$ cat config.mk
export PLATFORM = sky130hd
export DESIGN_NAME = irq_claim_dist
export DESIGN_NICKNAME = d
export VERILOG_FILES = /design/src/rtl/irqd_pkg.sv /design/src/rtl/irqd_pick.sv /design/src/rtl/irqd_src.sv /design/src/rtl/irqd_local.sv /design/src/rtl/irq_claim_dist.sv
export SDC_FILE = /design/constraint.sdc
export NUM_CORES = 1
export LEC_CHECK = 0
export ABC_CLOCK_PERIOD_IN_PS = 6900
export BUFFER_PORTS_ARGS = -buffer_cell sky130_fd_sc_hd__buf_4
export CAP_MARGIN = 20
export CORE_AREA = 2 2 204 206
export DETAILED_ROUTE_END_ITERATION = 10
export DIE_AREA = 0 0 206 208
export GPL_ROUTABILITY_DRIVEN = 0
export PLACE_DENSITY = 0.53
export SLEW_MARGIN = 20
export SYNTH_ARGS = -nofsm -noshare
export SYNTH_HDL_FRONTEND = slang
export SYNTH_SLANG_ARGS = --single-unit
export TNS_END_PERCENT = 10
$ cat constraint.sdc
create_clock -name clk -period 6.9 [get_ports clk]
set_clock_uncertainty 0.05 [all_clocks]
set_input_delay 2.07 -clock clk [delete_from_list [all_inputs] [get_ports clk]]
set_output_delay 2.07 -clock clk [all_outputs]
set_load 0.02 [all_outputs]
$ cat src/rtl/irqd_pkg.sv
package irqd_pkg;
   localparam int ID_W   = 10;
   localparam int ADDR_W = 13;
   localparam logic [ID_W-1:0]   SPURIOUS_ID = 10'd1023;
   localparam logic [ADDR_W-1:0] OFS_ACK     = 13'h00C;
   localparam logic [ADDR_W-1:0] OFS_EOI     = 13'h010;
   localparam logic [ADDR_W-1:0] OFS_DEACT   = 13'h1000;

   typedef enum logic [1:0] {
      ST_IDLE    = 2'd0,
      ST_ACTIVE  = 2'd1,
      ST_DROPPED = 2'd2
   } act_state_e;
endpackage

$ cat src/rtl/irqd_pick.sv
module irqd_pick #(
   parameter int N = 8,
   localparam int IW = (N > 1) ? $clog2(N) : 1
) (
   input  logic [N-1:0]  vec,
   output logic          found,
   output logic [IW-1:0] idx
);
   // scanning downward leaves the lowest set bit as the result
   always_comb begin
      found = 1'b0;
      idx   = '0;
      for (int i = N - 1; i >= 0; i--) begin
         if (vec[i]) begin
            found = 1'b1;
            idx   = IW'(i);
         end
      end
   end
endmodule

$ cat src/rtl/irqd_src.sv
// One shared source: pending capture, single-owner claim state.
module irqd_src
   import irqd_pkg::*;
#(
   parameter int NUM_CORES = 4,
   parameter bit LEVEL     = 1'b1,
   localparam int CW = (NUM_CORES > 1) ? $clog2(NUM_CORES) : 1
) (
   input  logic                 clk,
   input  logic                 rst_n,
   input  logic                 line,
   input  logic                 enable,
   input  logic [NUM_CORES-1:0] target,
   input  logic [NUM_CORES-1:0] grant,
   input  logic [NUM_CORES-1:0] eoi,
   input  logic [NUM_CORES-1:0] deact,
   output logic [NUM_CORES-1:0] cand
);
   act_state_e    st_q;
   logic [CW-1:0] owner_q;
   logic [CW-1:0] grant_idx;
   logic          pend;

   generate
      if (LEVEL) begin : g_level
         assign pend = line;
      end else begin : g_edge
         logic line_q;
         logic pend_q;
         always_ff @(posedge clk or negedge rst_n) begin
            if (!rst_n) begin
               line_q <= 1'b0;
               pend_q <= 1'b0;
            end else begin
               line_q <= line;
               pend_q <= (pend_q & ~(|grant)) | (line & ~line_q);
            end
         end
         assign pend = pend_q;
      end
   endgenerate

   always_comb begin
      grant_idx = '0;
      for (int c = NUM_CORES - 1; c >= 0; c--) begin
         if (grant[c]) grant_idx = CW'(c);
      end
   end

   always_ff @(posedge clk or negedge rst_n) begin
      if (!rst_n) begin
         st_q    <= ST_IDLE;
         owner_q <= '0;
      end else begin
         unique case (st_q)
            ST_IDLE: begin
               if (|grant) begin
                  st_q    <= ST_ACTIVE;
                  owner_q <= grant_idx;
               end
            end
            ST_ACTIVE:  if (eoi[owner_q])   st_q <= ST_DROPPED;
            ST_DROPPED: if (deact[owner_q]) st_q <= ST_IDLE;
            default:    st_q <= ST_IDLE;
         endcase
      end
   end

   assign cand = (pend && enable && st_q == ST_IDLE) ? target : '0;

   AST_ONE_CLAIM: assert property (@(posedge clk) disable iff (!rst_n)
      $onehot0(grant));
   AST_CLAIM_WHEN_IDLE: assert property (@(posedge clk) disable iff (!rst_n)
      (|grant) |-> (st_q == ST_IDLE));
   AST_HOLD_ACTIVE: assert property (@(posedge clk) disable iff (!rst_n)
      (st_q == ST_ACTIVE && !eoi[owner_q]) |=> (st_q == ST_ACTIVE));
   AST_OWNER_KEPT: assert property (@(posedge clk) disable iff (!rst_n)
      (st_q != ST_IDLE) |=> (st_q == ST_IDLE || $stable(owner_q)));
endmodule

$ cat src/rtl/irqd_local.sv
// Per-core copies of software-raised and private interrupts.
module irqd_local
   import irqd_pkg::*;
#(
   parameter int NUM_SGI = 4,
   parameter int NUM_PPI = 4,
   localparam int NL = NUM_SGI + NUM_PPI
) (
   input  logic               clk,
   input  logic               rst_n,
   input  logic [NUM_SGI-1:0] sgi_raise,
   input  logic [NUM_PPI-1:0] ppi_line,
   input  logic [NL-1:0]      enable,
   input  logic [NL-1:0]      grant,
   input  logic [NL-1:0]      eoi,
   input  logic [NL-1:0]      deact,
   output logic [NL-1:0]      cand
);
   for (genvar i = 0; i < NL; i++) begin : g_id
      act_state_e st_q;
      logic       pend;

      if (i < NUM_SGI) begin : g_sgi
         logic pend_q;
         always_ff @(posedge clk or negedge rst_n) begin
            if (!rst_n) pend_q <= 1'b0;
            else        pend_q <= (pend_q & ~grant[i]) | sgi_raise[i];
         end
         assign pend = pend_q;

         AST_SGI_GRANT_PEND: assert property (@(posedge clk) disable iff (!rst_n)
            grant[i] |-> pend_q);
      end else begin : g_ppi
         assign pend = ppi_line[i-NUM_SGI];
      end

      always_ff @(posedge clk or negedge rst_n) begin
         if (!rst_n) begin
            st_q <= ST_IDLE;
         end else begin
            unique case (st_q)
               ST_IDLE:    if (grant[i]) st_q <= ST_ACTIVE;
               ST_ACTIVE:  if (eoi[i])   st_q <= ST_DROPPED;
               ST_DROPPED: if (deact[i]) st_q <= ST_IDLE;
               default:    st_q <= ST_IDLE;
            endcase
         end
      end

      assign cand[i] = pend & enable[i] & (st_q == ST_IDLE);

      AST_LOCAL_GRANT_IDLE: assert property (@(posedge clk) disable iff (!rst_n)
         grant[i] |-> (st_q == ST_IDLE));
   end
endmodule

$ cat src/rtl/irq_claim_dist.sv
module irq_claim_dist
   import irqd_pkg::*;
#(
   parameter int          NUM_CORES = 4,
   parameter int          NUM_SGI   = 4,
   parameter int          NUM_PPI   = 4,
   parameter int          NUM_SPI   = 16,
   parameter logic [63:0] SPI_LEVEL = 64'h0000_0000_0000_00FF,
   localparam int NUM_LOC = NUM_SGI + NUM_PPI,
   localparam int NUM_IDS = NUM_LOC + NUM_SPI,
   localparam int IDX_W   = $clog2(NUM_IDS)
) (
   input  logic                           clk,
   input  logic                           rst_n,
   input  logic [NUM_CORES*NUM_SGI-1:0]   sgi_raise,
   input  logic [NUM_CORES*NUM_PPI-1:0]   ppi_line,
   input  logic [NUM_SPI-1:0]             spi_line,
   input  logic [NUM_SPI*NUM_CORES-1:0]   spi_target,
   input  logic [NUM_IDS-1:0]             irq_enable,
   input  logic [NUM_CORES-1:0]           cpu_req,
   input  logic [NUM_CORES-1:0]           cpu_we,
   input  logic [NUM_CORES*ADDR_W-1:0]    cpu_addr,
   input  logic [NUM_CORES*ID_W-1:0]      cpu_wdata,
   output logic [NUM_CORES-1:0]           cpu_rvalid,
   output logic [NUM_CORES*ID_W-1:0]      cpu_rdata,
   output logic [NUM_CORES-1:0]           cpu_irq
);
   // elaboration-time parameter checks
   if (NUM_CORES < 1 || NUM_SGI < 1 || NUM_PPI < 1 || NUM_SPI < 1) begin : g_bad_counts
      $error("irq_claim_dist: every class needs at least one entry");
   end
   if (NUM_SPI > 64) begin : g_bad_spi
      $error("irq_claim_dist: SPI_LEVEL covers at most 64 shared sources");
   end
   if (NUM_IDS > 1020) begin : g_bad_ids
      $error("irq_claim_dist: ID space collides with the spurious code");
   end

   logic [NUM_CORES-1:0] op_ack, op_eoi, op_deact, op_read;
   logic [ID_W-1:0]      wid      [NUM_CORES];
   logic [NUM_IDS-1:0]   cand_all [NUM_CORES];
   logic [NUM_LOC-1:0]   loc_cand [NUM_CORES];
   logic [NUM_CORES-1:0] spi_cand [NUM_SPI];
   logic [NUM_CORES-1:0] found, lost, gnt_ok;
   logic [IDX_W-1:0]     pick_idx [NUM_CORES];
   logic [NUM_CORES-1:0] rvalid_q;
   logic [ID_W-1:0]      rdata_q  [NUM_CORES];

   // ---------------- register port decode ----------------
   for (genvar c = 0; c < NUM_CORES; c++) begin : g_dec
      logic [ADDR_W-1:0] a;
      assign a           = cpu_addr[c*ADDR_W +: ADDR_W];
      assign wid[c]      = cpu_wdata[c*ID_W +: ID_W];
      assign op_read[c]  = cpu_req[c] & ~cpu_we[c];
      assign op_ack[c]   = op_read[c] & (a == OFS_ACK);
      assign op_eoi[c]   = cpu_req[c] & cpu_we[c] & (a == OFS_EOI);
      assign op_deact[c] = cpu_req[c] & cpu_we[c] & (a == OFS_DEACT);
   end

   // ---------------- claim arbitration ----------------
   always_comb begin
      for (int c = 0; c < NUM_CORES; c++) begin
         lost[c] = 1'b0;
         for (int d = 0; d < NUM_CORES; d++) begin
            if (d < c && op_ack[d] && found[d] && found[c] &&
                pick_idx[d] == pick_idx[c] && pick_idx[c] >= IDX_W'(NUM_LOC))
               lost[c] = 1'b1;
         end
         gnt_ok[c] = op_ack[c] & found[c] & ~lost[c];
      end
   end

   // ---------------- per-core local state and selection ----------------
   for (genvar c = 0; c < NUM_CORES; c++) begin : g_core
      logic [NUM_LOC-1:0] l_gnt, l_eoi, l_deact;

      for (genvar i = 0; i < NUM_LOC; i++) begin : g_lsel
         assign l_gnt[i]   = gnt_ok[c] & (pick_idx[c] == IDX_W'(i));
         assign l_eoi[i]   = op_eoi[c] & (wid[c] == ID_W'(i));
         assign l_deact[i] = op_deact[c] & (wid[c] == ID_W'(i));
      end

      irqd_local #(
         .NUM_SGI (NUM_SGI),
         .NUM_PPI (NUM_PPI)
      ) i_local (
         .clk       (clk),
         .rst_n     (rst_n),
         .sgi_raise (sgi_raise[c*NUM_SGI +: NUM_SGI]),
         .ppi_line  (ppi_line[c*NUM_PPI +: NUM_PPI]),
         .enable    (irq_enable[NUM_LOC-1:0]),
         .grant     (l_gnt),
         .eoi       (l_eoi),
         .deact     (l_deact),
         .cand      (loc_cand[c])
      );

      always_comb begin
         cand_all[c][NUM_LOC-1:0] = loc_cand[c];
         for (int s = 0; s < NUM_SPI; s++) cand_all[c][NUM_LOC+s] = spi_cand[s][c];
      end

      irqd_pick #(
         .N (NUM_IDS)
      ) i_pick (
         .vec   (cand_all[c]),
         .found (found[c]),
         .idx   (pick_idx[c])
      );

      always_ff @(posedge clk or negedge rst_n) begin
         if (!rst_n) begin
            rvalid_q[c] <= 1'b0;
            rdata_q[c]  <= '0;
         end else begin
            rvalid_q[c] <= op_read[c];
            if (op_ack[c])       rdata_q[c] <= gnt_ok[c] ? ID_W'(pick_idx[c]) : SPURIOUS_ID;
            else if (op_read[c]) rdata_q[c] <= '0;
         end
      end

      assign cpu_rvalid[c]               = rvalid_q[c];
      assign cpu_rdata[c*ID_W +: ID_W]   = rdata_q[c];
      assign cpu_irq[c]                  = found[c];

      AST_SPURIOUS_EMPTY: assert property (@(posedge clk) disable iff (!rst_n)
         (op_ack[c] && !cpu_irq[c]) |=> (cpu_rdata[c*ID_W +: ID_W] == SPURIOUS_ID));
      AST_READ_ANSWERED: assert property (@(posedge clk) disable iff (!rst_n)
         op_read[c] |=> cpu_rvalid[c]);
   end

   // ---------------- shared sources ----------------
   for (genvar s = 0; s < NUM_SPI; s++) begin : g_spi
      logic [NUM_CORES-1:0] s_gnt, s_eoi, s_deact;
      for (genvar c = 0; c < NUM_CORES; c++) begin : g_ssel
         assign s_gnt[c]   = gnt_ok[c] & (pick_idx[c] == IDX_W'(NUM_LOC + s));
         assign s_eoi[c]   = op_eoi[c] & (wid[c] == ID_W'(NUM_LOC + s));
         assign s_deact[c] = op_deact[c] & (wid[c] == ID_W'(NUM_LOC + s));
      end

      irqd_src #(
         .NUM_CORES (NUM_CORES),
         .LEVEL     (SPI_LEVEL[s])
      ) i_src (
         .clk    (clk),
         .rst_n  (rst_n),
         .line   (spi_line[s]),
         .enable (irq_enable[NUM_LOC+s]),
         .target (spi_target[s*NUM_CORES +: NUM_CORES]),
         .grant  (s_gnt),
         .eoi    (s_eoi),
         .deact  (s_deact),
         .cand   (spi_cand[s])
      );
   end

   AST_CORE0_WINS: assert property (@(posedge clk) disable iff (!rst_n)
      (op_ack[0] && cpu_irq[0]) |=> (cpu_rdata[ID_W-1:0] != SPURIOUS_ID));
endmodule

======== Yosys cells after proc, flatten, opt, wreduce, memory -nomap -nowiden ========
Cells that the tools add are included.
storage, ports and cells
  bits in registers ....................... 204
  latch bits .............................. 0
  memory bits (writable) .................. 0
  memory bits (read-only) ................. 0
  output and inout port bits .............. 48
  memories kept ........................... 0
operators by class
  add/subtract/negate cells ............... 0
  multiply operators ...................... 0
  div/mod/pow operators ................... 0
  magnitude comparators ................... 19
  equality and inequality tests ........... 442
  shift-type cells ........................ 0
  muxes and demuxes ....................... 546
  bitwise gates (word level) .............. 474
  reductions and logical operators ........ 193
operators by type and width
  kind                                                                    number
  5-bit 2-to-1 mux                                                        96
  2-bit 2-to-1 mux                                                        208
  1-bit AND                                                               411
  10-bit by 4-bit equality test with 1-bit output, second input constant  32
  10-bit by 5-bit equality test with 1-bit output, second input constant  32
  2-bit by 1-bit != test with 1-bit output, second input constant         144
  2-bit case mux with 3 select lines                                      48
  10-bit by 3-bit equality test with 1-bit output, second input constant  16
  5-bit by 4-bit equality test with 1-bit output, second input constant   32
  5-bit equality test, second input constant                              32
  3-bit AND reduction                                                     48
  1-bit 2-to-1 mux                                                        134
  10-bit 2-to-1 mux                                                       12
  2-bit by 1-bit equality test with 1-bit output, second input constant   48
  2-bit equality test, second input constant                              48
  2-bit logical NOT                                                       48
  10-bit by 2-bit equality test with 1-bit output, second input constant  8
  5-bit by 3-bit equality test with 1-bit output, second input constant   16
  1-bit binary-select mux with 2-bit select                               32
  4-bit 2-to-1 mux                                                        16
  4-bit OR reduction                                                      16
  1-bit logical AND                                                       53
  13-bit equality test, second input constant                             4
  13-bit by 4-bit equality test with 1-bit output, second input constant  4
  other kinds (13)                                                        136

======== Logic depth before layout (Yosys ltp) ========
  depth after elaboration ................. 41
  depth in mapped cells ................... 14
  depth with buffers taken out ............ 11

======== Cells and area by module ========
Synthesis repeated with hierarchy kept, for this count alone.
second synthesis, totals
  cells, all modules ...................... 1723
  area, all modules ....................... 14074.7 um2
by module, submodules not included
  module                          times used  cells an instance  area an instance (um2)  seq. area each (um2)
  irq_claim_dist                  1           703                4050.1                  700.7
  irqd_local                      4           92                 996.0                   500.5
  irqd_src (g_spi[10].i_src ...)  8           30                 336.6                   150.1
  irqd_src (g_spi[0].i_src ...)   8           28                 272.8                   100.1
  irqd_pick                       4           47                 291.5                   0.0

======== Least setup slack after synthesis ========
Ideal clock, no wire load.
  kind .................................... input to output
  from .................................... input irq_enable[0]
  to ...................................... output cpu_irq[1]
  data arrival time ....................... 4033 ps
  required time ........................... 4780 ps
  path slack .............................. 747 ps
  stages on the path ...................... 8
  path through ............................ and4bb_1 or4_4 buf_6 nand2b_4 or3_1 or2_2 clkbuf_1 buf_4
on the way
  longest elaborated chain between the ends .. 3
RTL lines
  what                     line                  text
  from (decl)              irq_claim_dist.sv:19  input logic [NUM_IDS-1:0] irq_enable,
  1-bit AND (2 in series)  irqd_local.sv:50      assign cand[i] = pend & enable[i] & (st_q == ST_IDLE);
  1-bit 2-to-1 mux         irqd_pick.sv:14       if (vec[i]) begin
  to (decl)                irq_claim_dist.sv:26  output logic [NUM_CORES-1:0] cpu_irq
Every way passes these cells.

======== Worst setup path in the final report ========
Ends and elaborated chain as after synthesis.

==> flow_summary_export.csv <==
group,metric,value,unit
setup_path,crit_top_cell,"buf_4",
floorplanning,start_util,33.6,%
pwr,p_leak,7.27,nW
final_layout,num-nets-final,2139,
clocking,clockBufferDepth,2,
global_routing,antenna_found_initial,2,
floorplanning,die_area,0.0428,mm2
setup_path,cp.arrival,4.27,ns
setup_path,crit_chain,"buf_4, and4bb_1, or4_4, nand2b_4, or3_1, or2_2, buf_4",
clocking,ctsHtreeMaxLevel,4,
detailed_routing,top_layer,"met4",
detailed_routing,viasPerCell,6.30,
detailed_routing,drtIter0Drc,1793,
pwr,swShare,30.1,%
pwr,power.internal,1.85,mW
setup_path,end_kind,"primary output",
floorplanning,die_width,206,um
floorplanning,die_y,208,um
clocking,cts_root_buf,"clkbuf_16",
synth,synth-edff-count,0,
setup_path,worstSetupPathType,"in -> out",
clocking,numCtsBuffers,17,
pwr,power_frac_seq,41.9,%
pwr,p_comb_share,18.2,%
place,place.detailed.hpwl,51.9,mm
setup_path,cp_max_fo,9,
synth,yosysUniqueCellTypes,99,
synth,synth-seq-cells,188,
synth,ys_seq_area_share,34.6,%
floorplanning,pin_count,286,
clocking,cts_hold_buf,0,
clocking,clock_sinks,188,
detailed_routing,ant_nets,0,
detailed_routing,drc,0,
detailed_routing,routed_wl,63.9,mm
synth,syn_avg_cell_area,8.44,um2
clocking,cts_resized,0,
setup_path,cp-start-kind,"primary input",
detailed_routing,met3_length,6.13,mm
pwr,p_per_area,154,mW/mm2
setup_path,crit_buf_inv,2,
clocking,postCtsSetupRepairBufs,0,
final_layout,fin_cells,2447,
clocking,clkTransAtPathRegs,0.07,ns
detailed_routing,wl_met1,25.3,mm
sta,grt_setup_unrepaired,"no",
setup_path,critPathRequiredTime,4.78,ns
global_routing,grt_overflow,0,
sta,period_share,92.6,%
sta,hold_ws,0.381,ns
sta,hold_viol,0,
detailed_routing,drt_pass1_iterations,7,
clocking,worstSkewPairLatency,0.48,ns
global_routing,grt_pass1_vias,14600,
place,io_buffers,285,
sta,final_max_slew_viol_count,0,
global_routing,grt_usage,29.2,%
pwr,pwr-share-clk,40.0,%
sta,max_clock_freq,157,MHz
synth,syn_nets,1851,
place,preCtsSetupSlack,0.540,ns
final_layout,drive_above_1_share,23.1,%
pwr,ir_drop,0.161,mV
pwr,p_sw,797,uW
synth,synthArstFlopShare,100,%
sta,setup_viol_count_final,0,
setup_path,cp_slowest_cell,"or4_4",
place,placed_cells,2414,
sta,setup-tns-final,0,ns
global_routing,grt_pass1_wl,92.9,mm
detailed_routing,vias,15400,
floorplanning,coreArea,0.0406,mm2
clocking,tritoncts,"yes",
detailed_routing,wl_per_cell,26.1,um
run_status,outcome,"complete, no violations",
global_routing,grt_max_degree,104,
job,maxCapViolCount,0,
detailed_routing,met2_length,29.1,mm
synth,synthFlopType,"dfrtp_1",
sta,max_slew_margin,27.6,%
setup_path,critical-path-top-delay-family,"simple AND/OR/NAND/NOR gates",
sta,worstMarginPinSlew,1.07,ns
synth,yosysWarnings,0,
synth,syn_area,0.0136,mm2
setup_path,critPathMaxStageDelay,0.57,ns
sta,fin_ws,0.511,ns
final_layout,syn_to_final_growth,25.9,%
worst_hold_path,hold_path.class,"reg -> reg",
sta,min_period,6.39,ns
synth,synth_cells,1613,
floorplanning,rows,74,
[synth_stat cells (30+ instances only)]
cell type | count | area (um2)
a21oi_1 | 55 | 275
clkbuf_1 | 35 | 131
nor3_1 | 48 | 240
nand2_1 | 172 | 646
nand3_1 | 99 | 495
o22ai_1 | 30 | 188
nor4bb_1 | 35 | 350
o211ai_1 | 31 | 233
dfrtp_1 | 188 | 4700
nor2b_1 | 33 | 206
inv_1 | 56 | 210
nand4_1 | 40 | 250
o21ai_0 | 64 | 320
nand2b_1 | 58 | 363
nor2_1 | 108 | 405
a22oi_1 | 44 | 330
[state kept, by name, summed over array words and instances, names as in the netlist]
signal                            flops
g_core.i_local.g_id.g_sgi.pend_q     16
cpu_rvalid                            4
g_spi.i_src.g_edge.line_q             8
g_spi.i_src.st_q                     32
g_spi.i_src.owner_q                  32
g_spi.i_src.g_edge.pend_q             8
cpu_rdata                            24
g_core.i_local.g_id.st_q             64
[placed cells by master, fill, tap and decap left out, drive strengths merged, types with 13 or more instances in the layout]
cell / instances
clkbuf: 20
nand4: 40
o41ai: 20
buf: 342
dfrtp: 188
nor4: 15
nor3: 49
nand2: 172
a22oi: 45
mux2i: 13
nor2b: 33
o21ai: 74
a21oi: 55
nand2b: 59
a22o: 23
o31ai: 26
or2: 13
or4: 21
nand3b: 14
inv: 62
a211oi: 18
a21o: 26
or3: 17
a31oi: 14
o211ai: 31
and3: 28
nand3: 99
and2: 29
o311ai: 14
nor2: 111
nor4bb: 37
o22ai: 30
[power by group through the flow]
stage	logic, mW	clock network, mW	registers [mW]
after CTS	0.469	1.07	1.11
after global placement	0.466	0	1.13
after floorplan	0.199	0	1.13
after global routing	0.505	1.11	1.11
after detailed placement	0.467	0	1.13
final	0.481	1.06	1.11
[metal layers]
layer / global-route usage [%] / up-vias
met1: 38.4 / 7564
met2: 46.5 / 924
met5: 0 / -
li1: - / 6776
met4: 13.7 / 0
met3: 5.14 / 152
[worst paths after layout]
check                                             start                                end  slack, ns  depth (start not counted)
hold / removal             g_spi[8].i_src.g_edge.line_q       g_spi[8].i_src.g_edge.pend_q       0.38                          1
min in group asynchronous                         rst_n                       cpu_rdata[0]       1.64                          1
setup reg to reg                g_spi[13].i_src.st_q[0]      g_spi[13].i_src.g_edge.pend_q       2.48                         11
setup / recovery                          irq_enable[0]                         cpu_irq[1]       0.51                          7
hold reg to reg            g_spi[8].i_src.g_edge.line_q       g_spi[8].i_src.g_edge.pend_q       0.38                          1
max in group asynchronous                         rst_n  g_core[3].i_local.g_id[3].st_q[0]       3.93                          2
[layout make-up]
class | instances | area [um2]
Fill cell | 4165 | 23400
Multi-Input combinational cell | 1295 | 8380
Sequential cell | 188 | 4700
Timing Repair Buffer | 343 | 2580
Tap cell | 532 | 666
Clock buffer | 19 | 443
Inverter | 56 | 210
Clock inverter | 13 | 155
Antenna cell | 1 | 2.50
[per-stage QoR]
stage | area [um2] | util (%) | power (mW)
after floorplan | 13600 | - | 1.33
after global placement | 16500 | 40.8 | 1.59
after detailed placement | 16500 | 40.8 | 1.60
after CTS | 17100 | 42.3 | 2.64
after global routing | 17100 | 42.3 | 2.72
final | 17100 | 42.3 | 2.64
[cell families after synthesis]
family,synth area share (%)
DFF,34.6
xor gates and xnor gates,1.03
and+or+nand+nor,34.2
buffers and inverters,4.39
muxes,1.04
AOI/OAI and AO/OA,24.7
Note: power is estimated with default switching activity, not from simulation.
